### src/rtl/sb_pkg.sv
// Shared definitions for the dual-issue scoreboard.
// Assumes: the register index width is set once here and all modules
// derive their register counts from it.
package sb_pkg;
    localparam int SB_REG_W   = 4;
    localparam int SB_LAT_ADD = 2;
    localparam int SB_LAT_MUL = 5;

    // class / unit-select encoding, shared by inputs and outputs
    localparam logic UNIT_ADD = 1'b0;
    localparam logic UNIT_MUL = 1'b1;
endpackage

### src/rtl/sb_busy_table.sv
// Per-register in-flight table.
// What: one busy bit per register, set by up to two issues and cleared
// by up to two writeback events in the same cycle.
// Assumes: a register being set is never being cleared in the same
// cycle (the issue check refuses a busy destination); set wins anyway.
module sb_busy_table #(
    parameter int REG_W = sb_pkg::SB_REG_W
) (
    input  logic                  clk,
    input  logic                  rst_n,
    input  logic                  set_a_en,
    input  logic [REG_W-1:0]      set_a_idx,
    input  logic                  set_b_en,
    input  logic [REG_W-1:0]      set_b_idx,
    input  logic                  clr_a_en,
    input  logic [REG_W-1:0]      clr_a_idx,
    input  logic                  clr_b_en,
    input  logic [REG_W-1:0]      clr_b_idx,
    output logic [(1<<REG_W)-1:0] busy
);
    localparam int NREG = 1 << REG_W;

    for (genvar i = 0; i < NREG; i++) begin : g_bit
        logic hit_set;
        logic hit_clr;

        // decode whether this register is claimed or released this cycle
        always_comb begin
            hit_set = (set_a_en && set_a_idx == REG_W'(i)) ||
                      (set_b_en && set_b_idx == REG_W'(i));
            hit_clr = (clr_a_en && clr_a_idx == REG_W'(i)) ||
                      (clr_b_en && clr_b_idx == REG_W'(i));
        end

        // hold the busy flag of register i
        always_ff @(posedge clk) begin
            if (!rst_n)       busy[i] <= 1'b0;
            else if (hit_set) busy[i] <= 1'b1;
            else if (hit_clr) busy[i] <= 1'b0;
        end
    end
endmodule

### src/rtl/sb_unit_timer.sv
// Occupancy timer for one non-pipelined functional unit.
// What: on start, counts LAT cycles; the last counted cycle is the
// writeback cycle, in which the unit already accepts a new start.
// Assumes: LAT >= 1; start is only raised while free is high.
module sb_unit_timer #(
    parameter int LAT   = sb_pkg::SB_LAT_ADD,
    parameter int REG_W = sb_pkg::SB_REG_W
) (
    input  logic             clk,
    input  logic             rst_n,
    input  logic             start,
    input  logic [REG_W-1:0] start_dst,
    output logic             free,
    output logic             wb_vld,
    output logic [REG_W-1:0] wb_reg
);
    localparam int CNT_W = $clog2(LAT + 1);
    localparam logic [CNT_W-1:0] LAST = CNT_W'(1);

    logic [CNT_W-1:0] cnt;
    logic [REG_W-1:0] dst_q;

    // count down the cycles remaining in the current operation
    always_ff @(posedge clk) begin
        if (!rst_n)          cnt <= '0;
        else if (start)      cnt <= CNT_W'(LAT);
        else if (cnt != '0)  cnt <= cnt - LAST;
    end

    // remember the destination of the operation in flight
    always_ff @(posedge clk) begin
        if (!rst_n)     dst_q <= '0;
        else if (start) dst_q <= start_dst;
    end

    // writeback in the final cycle; unit free when idle or finishing
    always_comb begin
        wb_vld = (cnt == LAST);
        wb_reg = dst_q;
        free   = (cnt <= LAST);
    end
endmodule

### src/rtl/sb_issue_sel.sv
// Issue decision for the two oldest pending instructions.
// What: slot 0 goes when its registers are idle and its unit is free;
// slot 1 goes only alongside slot 0, on the other unit, with no
// overlap against slot 0's destination.
// Assumes: busy reflects state at the start of the cycle.
module sb_issue_sel #(
    parameter int REG_W = sb_pkg::SB_REG_W
) (
    input  logic [(1<<REG_W)-1:0] busy,
    input  logic                  add_free,
    input  logic                  mul_free,
    input  logic                  s0_vld,
    input  logic                  s0_mul,
    input  logic [REG_W-1:0]      s0_dst,
    input  logic [REG_W-1:0]      s0_sa,
    input  logic [REG_W-1:0]      s0_sb,
    input  logic                  s1_vld,
    input  logic                  s1_mul,
    input  logic [REG_W-1:0]      s1_dst,
    input  logic [REG_W-1:0]      s1_sa,
    input  logic [REG_W-1:0]      s1_sb,
    output logic                  go0,
    output logic                  go1
);
    logic regs0_idle, regs1_idle;
    logic unit0_ok, unit1_ok;
    logic pair_ok;

    // register hazards against in-flight results (source and destination)
    always_comb begin
        regs0_idle = !busy[s0_sa] && !busy[s0_sb] && !busy[s0_dst];
        regs1_idle = !busy[s1_sa] && !busy[s1_sb] && !busy[s1_dst];
    end

    // structural hazards against the unit each slot needs
    always_comb begin
        unit0_ok = (s0_mul == sb_pkg::UNIT_MUL) ? mul_free : add_free;
        unit1_ok = (s1_mul == sb_pkg::UNIT_MUL) ? mul_free : add_free;
    end

    // pairing rule between the two slots themselves
    always_comb begin
        pair_ok = (s1_mul != s0_mul) &&
                  (s1_sa  != s0_dst) &&
                  (s1_sb  != s0_dst) &&
                  (s1_dst != s0_dst);
    end

    // final in-order grant
    always_comb begin
        go0 = s0_vld && regs0_idle && unit0_ok;
        go1 = go0 && s1_vld && regs1_idle && unit1_ok && pair_ok;
    end
endmodule

### src/rtl/sb_dual_issue.sv
// Top of the in-order dual-issue scoreboard controller.
// What: grants up to one adder and one multiplier issue per cycle from
// the two oldest instructions, tracks register busy state and unit
// occupancy, and reports fixed-latency writebacks.
// Assumes: upstream retires exactly the slots reported as issued and
// shifts the queue before the next cycle.
module sb_dual_issue #(
    parameter int REG_W   = sb_pkg::SB_REG_W,
    parameter int LAT_ADD = sb_pkg::SB_LAT_ADD,
    parameter int LAT_MUL = sb_pkg::SB_LAT_MUL
) (
    input  logic             clk,
    input  logic             rst_n,
    input  logic             s0_vld,
    input  logic             s0_mul,
    input  logic [REG_W-1:0] s0_dst,
    input  logic [REG_W-1:0] s0_sa,
    input  logic [REG_W-1:0] s0_sb,
    input  logic             s1_vld,
    input  logic             s1_mul,
    input  logic [REG_W-1:0] s1_dst,
    input  logic [REG_W-1:0] s1_sa,
    input  logic [REG_W-1:0] s1_sb,
    output logic             iss0_vld,
    output logic             iss0_unit,
    output logic             iss1_vld,
    output logic             iss1_unit,
    output logic             wb_add_vld,
    output logic [REG_W-1:0] wb_add_reg,
    output logic             wb_mul_vld,
    output logic [REG_W-1:0] wb_mul_reg
);
    localparam int NREG = 1 << REG_W;

    logic [NREG-1:0]  busy;
    logic             add_free, mul_free;
    logic             go0, go1;
    logic             add_start, mul_start;
    logic [REG_W-1:0] add_dst, mul_dst;

    sb_issue_sel #(.REG_W(REG_W)) u_sel (
        .busy     (busy),
        .add_free (add_free),
        .mul_free (mul_free),
        .s0_vld   (s0_vld),
        .s0_mul   (s0_mul),
        .s0_dst   (s0_dst),
        .s0_sa    (s0_sa),
        .s0_sb    (s0_sb),
        .s1_vld   (s1_vld),
        .s1_mul   (s1_mul),
        .s1_dst   (s1_dst),
        .s1_sa    (s1_sa),
        .s1_sb    (s1_sb),
        .go0      (go0),
        .go1      (go1)
    );

    // steer each granted slot to the unit it names
    always_comb begin
        add_start = (go0 && s0_mul == sb_pkg::UNIT_ADD) ||
                    (go1 && s1_mul == sb_pkg::UNIT_ADD);
        mul_start = (go0 && s0_mul == sb_pkg::UNIT_MUL) ||
                    (go1 && s1_mul == sb_pkg::UNIT_MUL);
        add_dst   = (go0 && s0_mul == sb_pkg::UNIT_ADD) ? s0_dst : s1_dst;
        mul_dst   = (go0 && s0_mul == sb_pkg::UNIT_MUL) ? s0_dst : s1_dst;
    end

    sb_unit_timer #(.LAT(LAT_ADD), .REG_W(REG_W)) u_add (
        .clk       (clk),
        .rst_n     (rst_n),
        .start     (add_start),
        .start_dst (add_dst),
        .free      (add_free),
        .wb_vld    (wb_add_vld),
        .wb_reg    (wb_add_reg)
    );

    sb_unit_timer #(.LAT(LAT_MUL), .REG_W(REG_W)) u_mul (
        .clk       (clk),
        .rst_n     (rst_n),
        .start     (mul_start),
        .start_dst (mul_dst),
        .free      (mul_free),
        .wb_vld    (wb_mul_vld),
        .wb_reg    (wb_mul_reg)
    );

    sb_busy_table #(.REG_W(REG_W)) u_busy (
        .clk       (clk),
        .rst_n     (rst_n),
        .set_a_en  (go0),
        .set_a_idx (s0_dst),
        .set_b_en  (go1),
        .set_b_idx (s1_dst),
        .clr_a_en  (wb_add_vld),
        .clr_a_idx (wb_add_reg),
        .clr_b_en  (wb_mul_vld),
        .clr_b_idx (wb_mul_reg),
        .busy      (busy)
    );

    // issue report towards the queue and the units
    always_comb begin
        iss0_vld  = go0;
        iss0_unit = s0_mul;
        iss1_vld  = go1;
        iss1_unit = s1_mul;
    end
endmodule

### config.mk
export PLATFORM = sky130hd
export DESIGN_NAME = sb_dual_issue
export DESIGN_NICKNAME = d
export VERILOG_FILES = /design/src/rtl/sb_pkg.sv /design/src/rtl/sb_busy_table.sv /design/src/rtl/sb_unit_timer.sv /design/src/rtl/sb_issue_sel.sv /design/src/rtl/sb_dual_issue.sv
export SDC_FILE = /design/constraint.sdc
export NUM_CORES = 1
export LEC_CHECK = 0
export ABC_AREA = 1
export BUFFER_PORTS_ARGS = -buffer_cell sky130_fd_sc_hd__buf_2
export CORE_MARGIN = 2
export CORE_UTILIZATION = 57
export CTS_BUF_LIST = sky130_fd_sc_hd__clkbuf_8
export CTS_CLUSTER_SIZE = 28
export DETAILED_ROUTE_END_ITERATION = 16
export PLACE_DENSITY_LB_ADDON = 0.12
export REMOVE_ABC_BUFFERS = 1
export SKIP_LAST_GASP = 1
export SYNTH_ARGS = -nofsm -noshare
export SYNTH_HDL_FRONTEND = slang
export SYNTH_SLANG_ARGS = --single-unit
export TNS_END_PERCENT = 100
### constraint.sdc
create_clock -name clk -period 5.64 [get_ports clk]
set_input_delay 0.564 -clock clk [delete_from_list [all_inputs] [get_ports clk]]
set_output_delay 0.564 -clock clk [all_outputs]
set_load 0.05 [all_outputs]
=== Yosys cells after proc, flatten, opt, wreduce, memory -nomap -nowiden ===
Cells that the tools add are included.
W data, S select, Z words.

* Flip-flop bits (word level): 29
* Input port bits: 30
* Output and inout bits: 14

* Muxes and demuxes: 52
* Eq/ne operators: 66
* Bitwise operators: 3
* Reduce and logical (&&, ||, !) cells: 147
* $add $sub $neg: 2
* Magnitude comparators: 8

{| class="wikitable"
|+ Operators by type and width
! kind !! number
|-
| $eq A4 B4 Y1 const B || 32
|-
| $logic_and A1 B1 Y1 || 81
|-
| $eq A4 B3 Y1 const B || 16
|-
| $mux W1 || 40
|-
| $reduce_bool A2 Y1 || 19
|-
| $logic_or A1 B1 Y1 || 34
|-
| $eq A4 B2 Y1 const B || 8
|-
| $lt A4 B5 Y1 const B || 6
|-
| $bmux W1 S4 || 6
|-
| $eq A4 B1 Y1 const B || 4
|-
| $logic_not A4 Y1 || 4
|-
| $ne A4 B4 Y1 || 3
|-
| $mux W4 || 2
|-
| $logic_not A1 Y1 || 6
|-
| $mux W3 || 2
|-
| $mux W2 || 2
|-
| $reduce_or A2 Y1 || 2
|-
| $eq A3 B1 Y1 const B || 1
|-
| $le A3 B1 Y1 const B || 1
|-
| $not A1 Y1 || 3
|-
| $reduce_bool A3 Y1 || 1
|-
| $sub A3 B1 Y3 const B || 1
|-
| $eq A2 B1 Y1 const B || 1
|-
| $le A2 B1 Y1 const B || 1
|-
| other kinds (2) || 2
|}

=== Logic depth before layout (Yosys ltp) ===
Gate-level depths: netlist (run 1).

* Depth in word-level cells: 14
* Mapped depth: 17
* Mapped depth without buffers: 15

=== Cells and area by module ===
From an unflattened synthesis (run 1), not the netlist that was laid out.

* Cells, all modules: 612
* Area total of the unflattened synthesis: 3139.3 um^2

{| class="wikitable"
|+ By module, submodules not included
! module !! cells each !! times used !! area an instance (um^2)
|-
| sb_issue_sel || 295 || 1 || 1275.0
|-
| sb_busy_table || 203 || 1 || 1123.6
|-
| sb_unit_timer at u_mul || 46 || 1 || 330.3
|-
| sb_unit_timer at u_add || 34 || 1 || 246.5
|-
| sb_dual_issue || 34 || 1 || 163.9
|}

=== Worst setup path after synthesis (run 1) ===
Ideal clock, no wire load.

* Kind: in2out
* Start point: in s1_dst[1]
* End point: out iss1_vld
* Buffers on the path: 2
* Stages on the path: 11
* Path slack: 3209 ps
* Data required time: 5076 ps
* Arrival time: 1867 ps
* Cells stage by stage: buf_2 > inv_1 > nand2_1 > nor2_1 > a21oi_1 > nand2_1 > a21oi_1 > nand3_1 > nor2_4 > and2_1 > buf_2

* Longest elaborated chain between the ends: 7

{| class="wikitable"
|+ RTL lines
! item !! RTL line !! text
|-
| start: declaration || sb_dual_issue.sv:21 || <nowiki>input logic [REG_W-1:0] s1_dst,</nowiki>
|-
| $bmux W1 S4 || sb_issue_sel.sv:32 || <nowiki>regs1_idle = !busy[s1_sa] && !busy[s1_sb] && !busy[s1_dst];</nowiki>
|-
| $mux W1 (implied by the code) || sb_issue_sel.sv:32 ||
|-
| $logic_not A1 Y1 || sb_issue_sel.sv:32 ||
|-
| $logic_and A1 B1 Y1 || sb_issue_sel.sv:32 ||
|-
| $logic_and A1 B1 Y1 (2 in a row) || sb_issue_sel.sv:52 || <nowiki>go1 = go0 && s1_vld && regs1_idle && unit1_ok && pair_ok;</nowiki>
|-
| $logic_and A1 B1 Y1 (*) || sb_issue_sel.sv:52 ||
|-
| end: declaration || sb_dual_issue.sv:26 || <nowiki>output logic iss1_vld,</nowiki>
|}

Every way passes the cells marked *; elsewhere a longest branch is shown, timed or not. The select of a mux whose other input is x is not followed.

=== Worst setup path after layout (run 1) ===
* Start point: in s1_dst[0]
* End point: out iss1_vld

Same word-level chain as after synthesis.

==> out/metrics.yaml, run 1 <==
run_status:
  status: "finished, final reports clean"
setup_path:
  timing.rr.start: "u_mul.cnt[1]$_SDFFE_PP0N_"
  critPathLaunchType: "input pin"
  cp.arrival_ns: 2.58
  endpoint: "iss1_vld"
  crit_required_ns: 5.08
  r2r_end: "u_add.wb_reg[0]$_SDFFE_PN0P_"
  rr_worst_depth: 16
  path_class: "in2out"
  crit_start: "s1_dst[0]"
  cp-end-kind: "output port"
  r2r_slack_ns: 3.09
  cp_max_fo: 15
clock_tree:
  clock_sinks: 29
  numCtsBuffers: 5
  clkTransAtPathRegs_ns: 0.06
  h-tree-depth: 2
  cts_tree: "built"
  insertion_delay_ns: 0.27
  holdBufCountCts: 0
  root_buffer: "clkbuf_8"
  cts_resized: 0
  clockBufferDepth: 2
  cts_setup_buffers: 0
timing:
  worstMarginPinSlew_ns: 0.6153
  post-route-min-period_ns: 3.145
  holdWs_ns: 0.4203
  maxSlewViolCount: 0
  fin_ws_ns: 2.495
  fmax_ghz: 0.3180
  maxSlewHeadroom: 0.5866
  grt_setup_unrepaired: "false"
  setup_viol: 0
  finalHoldViolations: 0
  finClkSkew_ns: 0.006520
  tns_ns: 0
  min_period_over_period: 0.5576
global_routing:
  grt_pass1_vias: 3588
  grt_first_pass_wirelength_um: 17670
  grtUsageTotal: 0.3691
  antenna_found_initial: 0
  grt_max_degree: 31
  grt_overflow: 0
logic_synthesis:
  synth_compound_area_frac: 0.1465
  synthMuxAreaShare: 0
  synth-simple-area-share: 0.4949
  ys_ff_latch: 29
  syn_area_um2: 3074
  synthCells: 577
  yosysTopAreaCellShare: 0.2186
  yosys_warnings: 0
  synth_top_family_by_area: "simple AND/OR/NAND/NOR gates"
  synthAdderAreaFrac: 0.01221
  ys_top_cells_by_area: "nand2_1 22%, dfxtp_1 19%, nand3_1 16%"
  synth_cell_type_count: 24
  synth_xor_area_frac: 0.008547
  avgSynthCellArea_um2: 5.328
  ys_seq_area_frac: 0.1888
  synth_area_leader_cell: "nand2_1"
power:
  p_comb_frac: 0.434
  pwr-share-clk: 0.235
  p_sw_frac: 0.4406
  switchingPower_mw: 0.3181
  p_leak_nw: 1.756
  p_int_mw: 0.4038
  powerDensity_nw_per_um2: 216.0
  p_seq_frac: 0.331
  peakVddDrop_uv: 228.3
finish:
  multi_input_area_um2: 2036
  nNetsFinal: 638
  largest_register_ffs: 16
  drive_gt1_frac: 0.09917
  syn_to_final_growth_pct: 8.751
  postLayoutCellArea_um2: 3343
  nFillCells: 515
  num_antenna_cells: 0
  ff_latch_area_um2: 580.6
  stdcell_count: 675
drt:
  drc: 0
  first_pass_iters: 6
  routed_wl_um: 10890
  vias: 3946
  ant_nets: 0
  post_drt_wl_per_cell_um: 16.14
  drtIter0Drc: 509
  drt-vias-per-instance: 5.846
hold_path:
  hp-class: "reg2reg"
place:
  gp_congestion: 1.010
  pre_cts_slack_ns: 2.558
  place_area_um2: 3257
  dpl.hpwl_um: 8434
  dp_cells: 668
  port-buffer-count: 43
floorplanning:
  start_util: 0.5943
  die_h_um: 77.44
  die_width_um: 77.44
  ios: 44
  coreArea_um2: 5172
  dieArea_um2: 5997
  rows: 26
flow_run:
  maxCapViolCount: 0
worst min path at each step:
| stage | startpoint | end | slack, ns | depth (start not counted) |
|---|---|---|---|---|
| after floorplan | u_add.cnt[0]$_SDFFE_PP0P_ | u_add.cnt[0]$_SDFFE_PP0P_ | 0.40 | 1 |
| after global placement | u_add.cnt[0]$_SDFFE_PP0P_ | u_add.cnt[0]$_SDFFE_PP0P_ | 0.41 | 1 |
| after detailed placement | u_add.cnt[0]$_SDFFE_PP0P_ | u_add.cnt[0]$_SDFFE_PP0P_ | 0.41 | 1 |
| after CTS | u_add.cnt[0]$_SDFFE_PP0P_ | u_add.cnt[0]$_SDFFE_PP0P_ | 0.42 | 1 |
| after global routing | u_add.cnt[0]$_SDFFE_PP0P_ | u_add.cnt[0]$_SDFFE_PP0P_ | 0.43 | 1 |
| final | u_add.cnt[0]$_SDFFE_PP0P_ | u_add.cnt[0]$_SDFFE_PP0P_ | 0.42 | 1 |
synth_stat cells (all sizes together):
cell type  count
o211ai        12
nand3        101
o21ai         32
a221o          6
clkbuf         3
nand2        180
ha             3
nor3           8
clkinv         1
xor2           3
inv           87
dfxtp         29
nor2          51
a21oi         28
and2           1
buf           20
nand4         12
worst max-delay path: stages:
cell and delay (ns):
buf_2 0.24, inv_1 0.09, nand2_1 0.10, inv_1 0.11
a21oi_1 0.14, nand2_1 0.09, a21oi_1 0.15, nand3_1 0.15
nor2_4 0.32, and2_1 0.30, buf_2 0.31
layer usage:
| metal | GRT usage | share of wire |
|---|---|---|
| met1 | 0.4892 | 0.41 |
| met4 | 0.1482 | 0.036 |
| met3 | 0.04186 | 0.095 |
| met2 | 0.6113 | 0.46 |
| met5 | 0 | 0 |
per-stage QoR:
step	utilization	total power [mW]
global route	0.6463	0.7669
finish	0.6463	0.7220
global placement	0.6297	0.5382
CTS	0.6463	0.7126
detailed placement	0.6297	0.5462
floorplan	-	0.4508
cell families (layout without fill, tap and decap cells):
family / after synthesis / count (layout)
simple gates: 353 / 353
flops: 29 / 29
buf+inv: 111 / 139
fa+ha+maj: 3 / 3
compound gates: 78 / 78
xor+xnor: 3 / 3
layout by cell type (no fill, tap or decap), types with 6 or more instances in the layout:
cell / count
a21oi_1: 28
a221o_1: 6
buf_2: 43
clkbuf_8: 6
dfxtp_1: 29
inv_1: 85
nand2_1: 179
nand3_1: 99
nand4_1: 12
nor2_1: 47
nor3_1: 8
o211ai_1: 12
o21ai_0: 32
layout make-up:
cell class | instances | share of cell area
clock inverter | 1 | 0.001123
tap | 70 | 0.02620
clock buffer | 6 | 0.02470
multi-input combinational | 437 | 0.6089
inverter | 88 | 0.09880
sequential | 29 | 0.1737
timing repair buffer | 44 | 0.06662
power groups by stage:
| stage | clock [mW] | combinational (mW) | sequential, mW |
|---|---|---|---|
| detailed placement | 0 | 0.303 | 0.243 |
| finish | 0.170 | 0.313 | 0.239 |
| CTS | 0.168 | 0.305 | 0.239 |
| global route | 0.177 | 0.349 | 0.241 |
| global placement | 0 | 0.296 | 0.242 |
| floorplan | 0 | 0.192 | 0.259 |
No activity file was read; power rests on OpenSTA's default activity.
==> run 2, diff against run 1 <==
Clock period 5.64 ns to 3.1 ns, I/O delays scaled along.
==> run 2 against run 1 <==
  * Clock power is 75% higher
  * Total power rose by 80%
  * Non-clock buffer count increased by 1
  * Register-to-register slack worse by 2.3 ns
  * Via count is 0.10% lower
  * Critical path depth up 1
  * Cell count is 0.30% higher
  * Clock skew is 0.0017 ns lower
  * Combinational power increased by 82%
  * Sequential share of layout area barely moved
  * Count of clock-buffer cells in the layout fell by 1
  * Critical path type is now reg2out
  * Critical endpoint unchanged
  * Largest cell class unchanged
==> out/metrics.yaml, run 2 (same netlist as run 1, synthesis figures left out) <==
timing:
  setup_viol: 0  # unchanged
  min_period_over_period: 0.8401
  tns_ns: 0  # unchanged
  worstMarginPinSlew_ns: 0.6077  # -0.007654 ns
  holdWs_ns: 0.4243  # +0.003992 ns
  maxSlewHeadroom: 0.5918  # +0.005142
  finClkSkew_ns: 0.004795  # -0.001725 ns
  maxSlewViolCount: 0  # unchanged
  grt_setup_unrepaired: "false"
  finalHoldViolations: 0  # unchanged
  post-route-min-period_ns: 2.604
  fmax_ghz: 0.3840
power:
  p_leak_nw: 1.762  # +0.34%
  peakVddDrop_uv: 336.8  # +48%
  power_mw: 1.301  # +80%
  powerDensity_nw_per_um2: 388.8  # +80%
clock_tree:
  numCtsBuffers: 5  # unchanged
  cts_setup_buffers: 0  # unchanged
  clkTransAtPathRegs_ns: 0.06  # about the same
  clock_sinks: 29  # unchanged
  clockBufferDepth: 2  # unchanged
  h-tree-depth: 2  # unchanged
  root_buffer: "clkbuf_8"
  cts_tree: "built"
  holdBufCountCts: 0  # unchanged
  insertion_delay_ns: 0.29  # +0.02 ns
  cts_resized: 0  # unchanged
place:
  gp_congestion: 1.026  # +1.6%
  dpl.hpwl_um: 8543  # +1.3%
  port-buffer-count: 43  # unchanged
  dp_cells: 669  # +0.15%
run_status:
  status: "finished, final reports clean"
hold_path:
  hp-class: "reg2reg"
  worstHoldStart: "u_add.cnt[0]$_SDFFE_PP0P_"
drt:
  wl_met2_um: 5001  # +0.62%
  drc: 0  # unchanged
  wl_met1_um: 4453  # -1.1%
  post_drt_wl_per_cell_um: 16.20  # +0.36%
  routed.top_layer: "met4"
  drt-vias-per-instance: 5.823  # -0.40%
  dr_wl_met3_um: 1100  # +6.7%
  first_pass_iters: 6  # unchanged
  routed_wl_um: 10970  # +0.66%
  ant_nets: 0  # unchanged
  vias: 3942  # -0.10%
  drtIter0Drc: 439  # -14%
floorplanning:
  start_util: 0.5943  # unchanged
  die_h_um: 77.44  # unchanged
  rows: 26  # unchanged
  dieArea_um2: 5997  # unchanged
  coreArea_um2: 5172  # unchanged
  die_width_um: 77.44  # unchanged
  ios: 44  # unchanged
finish:
  final_util: 0.6471  # +0.0007260
  drive_gt1_frac: 0.1021  # +0.002968
  syn_to_final_growth_pct: 8.873
  stdcell_count: 677  # +0.30%
  nFillCells: 547  # +6.2%
  nNetsFinal: 639  # +0.16%
  final_cell_mix: "179 x nand2_1, 99 x nand3_1, 85 x inv_1, 47 x nor2_1, 43 x buf_2"
  largest_register_ffs: 16  # unchanged
  num_antenna_cells: 0  # unchanged
  layout_commonest_cell: "nand2_1"
global_routing:
  antenna_found_initial: 0  # unchanged
  grt_pass1_vias: 3555  # -0.92%
  grtUsageTotal: 0.3734  # +0.004267
  grt_overflow: 0  # unchanged
  grt_max_degree: 28  # -9.7%
  grt_first_pass_wirelength_um: 17770  # +0.55%
setup_path:
  cp.arrival_ns: 2.29  # -0.29 ns
  cp_max_fo: 6  # -9
  cp-end-kind: "output port"
  critPathLaunchType: "flop"
  crit_required_ns: 2.79  # -2.29 ns
  path_class: "reg2out"
  timing.rr.start: "u_mul.cnt[1]$_SDFFE_PP0N_"
  crit_start: "u_mul.cnt[1]$_SDFFE_PP0N_"
  r2r_slack_ns: 0.75  # -2.34 ns
flow_run:
  maxCapViolCount: 0  # unchanged
run 2: changes by cell type in the layout (fill, tap and decap cells not counted), sizes merged:
cell,before,now
clkbuf,6,5
clkinv,1,3
buf,44,45
run 2: worst max-delay path: stages, from the launching register on:
cell and delay (ns):
dfxtp_1 0.31, inv_1 0.12, ha_1 0.16, nand2_1 0.14, nand3_1 0.12, nand3_1 0.08, inv_1 0.08, nand2_1 0.06
nor2_2 0.15, nand2_1 0.08, nor2_2 0.13, and2_1 0.27, buf_2 0.31
run 2: worst paths after layout:
check | end | cells past startpoint
hold / removal | u_add.cnt[0]$_SDFFE_PP0P_ | 1
hold reg to reg | u_add.cnt[0]$_SDFFE_PP0P_ | 1
setup / recovery | iss1_vld | 12
setup reg to reg | u_add.wb_reg[2]$_SDFFE_PN0P_ | 14
run 2: where the power goes:
part	switching, mW	internal, mW
clock network	0.145	0.152
logic	0.411	0.158
registers	0.0300	0.405
run 2: per-layer routing:
| metal | vias up | track usage |
|---|---|---|
| li1 | 1917 | - |
| met1 | 1735 | 0.4838 |
| met2 | 249 | 0.6035 |
| met3 | 41 | 0.06279 |
| met4 | 0 | 0.1768 |
| met5 | - | 0 |
run 2: cell type report:
class,instances,area (um^2),area share
Clock buffer,5,68.82,0.02056
Clock inverter,3,13.76,0.004112
Inverter,88,330.3,0.09869
Multi-Input combinational cell,437,2036,0.6082
Sequential cell,29,580.6,0.1735
Tap cell,70,87.58,0.02617
Timing Repair Buffer,45,230.2,0.06879
run 2: metrics by stage:
stage / setup slack, ns / cell area (um^2)
2_1_floorplan: 0.1167 / 2947
3_3_place_gp: 0.8356 / 3264
3_5_place_dp: 0.7419 / 3264
4_1_cts: 0.5148 / 3347
5_1_grt: 0.3079 / 3347
6_report: 0.4956 / 3347
==> run 3, diff against run 2 <==
Settings changed: ABC_AREA 1 to 0, CORE_UTILIZATION 57 to 54.
Clock period 3.1 ns to 2.1 ns, I/O delays scaled along.
==> run 3 against run 2 <==
  * The run now ends with setup timing left
  * First-iteration DRC count is 13% lower
  * Combinational power is 120% higher
  * Sequential power is 56% higher
  * Clock power is 53% higher
  * Register-to-register slack worse by 1.2 ns
  * Die area is 0.22% higher
  * Largest power group unchanged
==> out/metrics.yaml, run 3 <==
clock_tree:
  root_buffer: "clkbuf_8"
  numCtsBuffers: 5  # unchanged
  clkTransAtPathRegs_ns: 0.07  # about the same
  holdBufCountCts: 0  # unchanged
  clockBufferDepth: 2  # unchanged
  insertion_delay_ns: 0.30  # about the same
  cts_tree: "built"
  clock_sinks: 29  # unchanged
  h-tree-depth: 2  # unchanged
drt:
  drtIter0Drc: 384  # -13%
  vias: 3615  # -8.3%
  ant_nets: 0  # unchanged
  post_drt_wl_per_cell_um: 23.14  # +43%
  routed_wl_um: 11800  # +7.6%
  drc: 0  # unchanged
  drt-vias-per-instance: 7.088  # +22%
  first_pass_iters: 6  # unchanged
finish:
  final_cell_mix: "76 x buf_4, 41 x buf_2, 23 x nand2_1, 18 x mux2i_1, 17 x o21ai_0"
  syn_to_final_growth_pct: 41.36
  drive_gt1_frac: 0.4636  # +0.3615
  ff_latch_area_um2: 599.3  # +3.2%
  largest_register_ffs: 16  # unchanged
  nFillCells: 331  # -39%
  stdcell_count: 510  # -25%
  multi_input_area_um2: 2380  # +17%
  final_util: 0.7978  # +0.1507
  num_antenna_cells: 0  # unchanged
  nNetsFinal: 472  # -26%
  postLayoutCellArea_um2: 4126  # +23%
  layout_commonest_cell: "buf_4"
setup_path:
  worstPathCellList: "mux4_2, a32oi_2, o2111ai_2, or4_4, nor2_8, buf_8"
  cp_max_fo: 5  # -1
  cp.arrival_ns: 2.42  # +0.13 ns
  path_class: "reg2out"
  crit_required_ns: 1.89  # -0.90 ns
  crit_slowest_cell: "or4_4"
  cp-end-kind: "output port"
  critPathLaunchType: "flop"
  cpPeakStageDelay_ns: 0.62  # +0.31 ns
timing:
  finClkSkew_ns: 0.01083  # +0.006038 ns
  maxSlewHeadroom: 0.6349  # +0.04309
  setup_viol: 30  # +30
  tns_ns: -11.96  # -11.96 ns
  post-route-min-period_ns: 2.632
  maxSlewViolCount: 0  # unchanged
  worstMarginPinSlew_ns: 0.5471  # -0.06056 ns
  min_period_over_period: 1.253
  fmax_ghz: 0.3800
  grt_setup_unrepaired: "true"
  finalHoldViolations: 0  # unchanged
  fin_ws_ns: -0.5316  # -1.027 ns
logic_synthesis:
  synth_area_leader_cell: "dfxtp_1"
  synth_cell_type_count: 56  # +130%
  syn_area_um2: 2919  # -5.0%
  synthCells: 338  # -41%
  async_flop_share: 0  # unchanged
  ys_ff_latch: 29  # unchanged
  ys.flop_type: "dfxtp_1"
  synth_edf_count: 0  # unchanged
  yosysMostFrequentCell: "dfxtp_1"
  yosys_warnings: 0  # unchanged
  ys_seq_area_frac: 0.1989  # +0.01004
  yosysTopAreaCellShare: 0.1989  # -0.01967
  synth_common_cells: "29 x dfxtp_1, 23 x nand2_1, 19 x mux2i_1, 18 x o21ai_0"
  avgSynthCellArea_um2: 8.636  # +62%
  ys_top_cells_by_area: "dfxtp_1 20%, mux4_2 11%, mux2i_1 6.5%"
place:
  gp_congestion: 1.139  # +11%
  port-buffer-count: 43  # unchanged
  dpl.hpwl_um: 8061  # -5.6%
  dp_cells: 495  # -26%
  place_area_um2: 3638  # +11%
power:
  p_leak_nw: 1.655  # -6.1%
  peakVddDrop_uv: 822.5  # +140%
  powerDensity_nw_per_um2: 583.7  # +50%
hold_path:
  hp-class: "in2reg"
floorplanning:
  ios: 44  # unchanged
  dieArea_um2: 6010  # +0.22%
  die_width_um: 77.53  # +0.11%
  start_util: 0.5643  # -0.03000
  coreArea_um2: 5172  # unchanged
  rows: 26  # unchanged
  die_h_um: 77.53  # +0.11%
global_routing:
  grt_pass1_vias: 3417  # -3.9%
  grt_max_degree: 21  # -25%
  antenna_found_initial: 0  # unchanged
  grtUsageTotal: 0.3825  # +0.009111
  grt_overflow: 0  # unchanged
  grt_first_pass_wirelength_um: 17850  # +0.47%
run_status:
  violations: "setup timing"
  status: "finished, violations left"
flow_run:
  maxCapViolCount: 0  # unchanged
==> run 3: cell types whose count changed after synthesis, moves of 19 or more <==
cell and delta:
nand2_1 -156, nand3_1 -82, inv_1 -76, nor2_1 -34
a21oi_1 -20, mux2i_1 +19
==> run 3: power by group <==
group	internal, mW	switching, mW	total, mW
registers	0.609	0.0708	0.680
clock network	0.224	0.231	0.455
logic	0.536	0.739	1.27
==> run 3: logic make-up (layout without fill, tap and decap cells) <==
family	Yosys count	in the layout	share of synthesized area
mux	38	38	0.1976
flops	29	29	0.1989
fa+ha+maj	3	3	0.01286
simple gates	118	118	0.2370
compound gates	94	94	0.2409
xor+xnor	13	13	0.03901
buf+inv	43	145	0.07372
==> run 3: path summary, 6_finish.rpt <==
| check | startpoint | endpoint | cells past startpoint | slack [ns] |
|---|---|---|---|---|
| min reg2reg | u_add.cnt[0]$_SDFFE_PP0P_ | u_add.cnt[0]$_SDFFE_PP0P_ | 1 | 0.45 |
| max reg2reg | u_busy.busy[14]$_SDFFE_PN0P_ | u_busy.busy[10]$_SDFFE_PN0P_ | 8 | -0.48 |
| max | u_busy.busy[14]$_SDFFE_PN0P_ | iss1_vld | 6 | -0.53 |
| min | rst_n | u_add.cnt[0]$_SDFFE_PP0P_ | 3 | 0.30 |
==> run 3: cell type report <==
cell class / instances / area share
multi-input combinational: 266 / 0.5767
timing repair buffer: 128 / 0.2280
sequential: 29 / 0.1452
tap: 70 / 0.02122
clock buffer: 5 / 0.01668
inverter: 9 / 0.008793
clock inverter: 3 / 0.003335
==> run 3: repair_timing <==
| item | CTS | global route |
|---|---|---|
| resized for setup | 42 | 29 |
| cloned | 1 | 0 |
| buffers inserted | 7 | 2 |
| endpoints found under the setup margin | 30 | 30 |
| hold endpoints to repair | 0 | 0 |
| pin swaps | 11 | 12 |
==> run 3: metrics by stage <==
stage	power [mW]	hold WS, ns	worst slack [ns]
floorplan	1.254	0.3315	-0.4882
global placement	1.713	0.4185	-0.4062
detailed placement	1.739	0.4316	-0.4587
CTS	2.287	0.2869	-0.4674
global route	2.485	0.3106	-0.5611
finish	2.409	0.3001	-0.5316
==> run 3: routing by layer <==
layer / wire, um / track usage
met1: 4366 / 0.5051
met2: 5384 / 0.6122
met3: 1378 / 0.06744
met4: 673 / 0.1714
met5: 0 / 0
==> run 3: critical path, delay by kind of cell, from the launching register on <==
kind,cells,cell delay [ns]
flops,1,0.35
compound gates,2,0.40
buf+inv,1,0.15
mux,1,0.48
simple gates,2,0.74
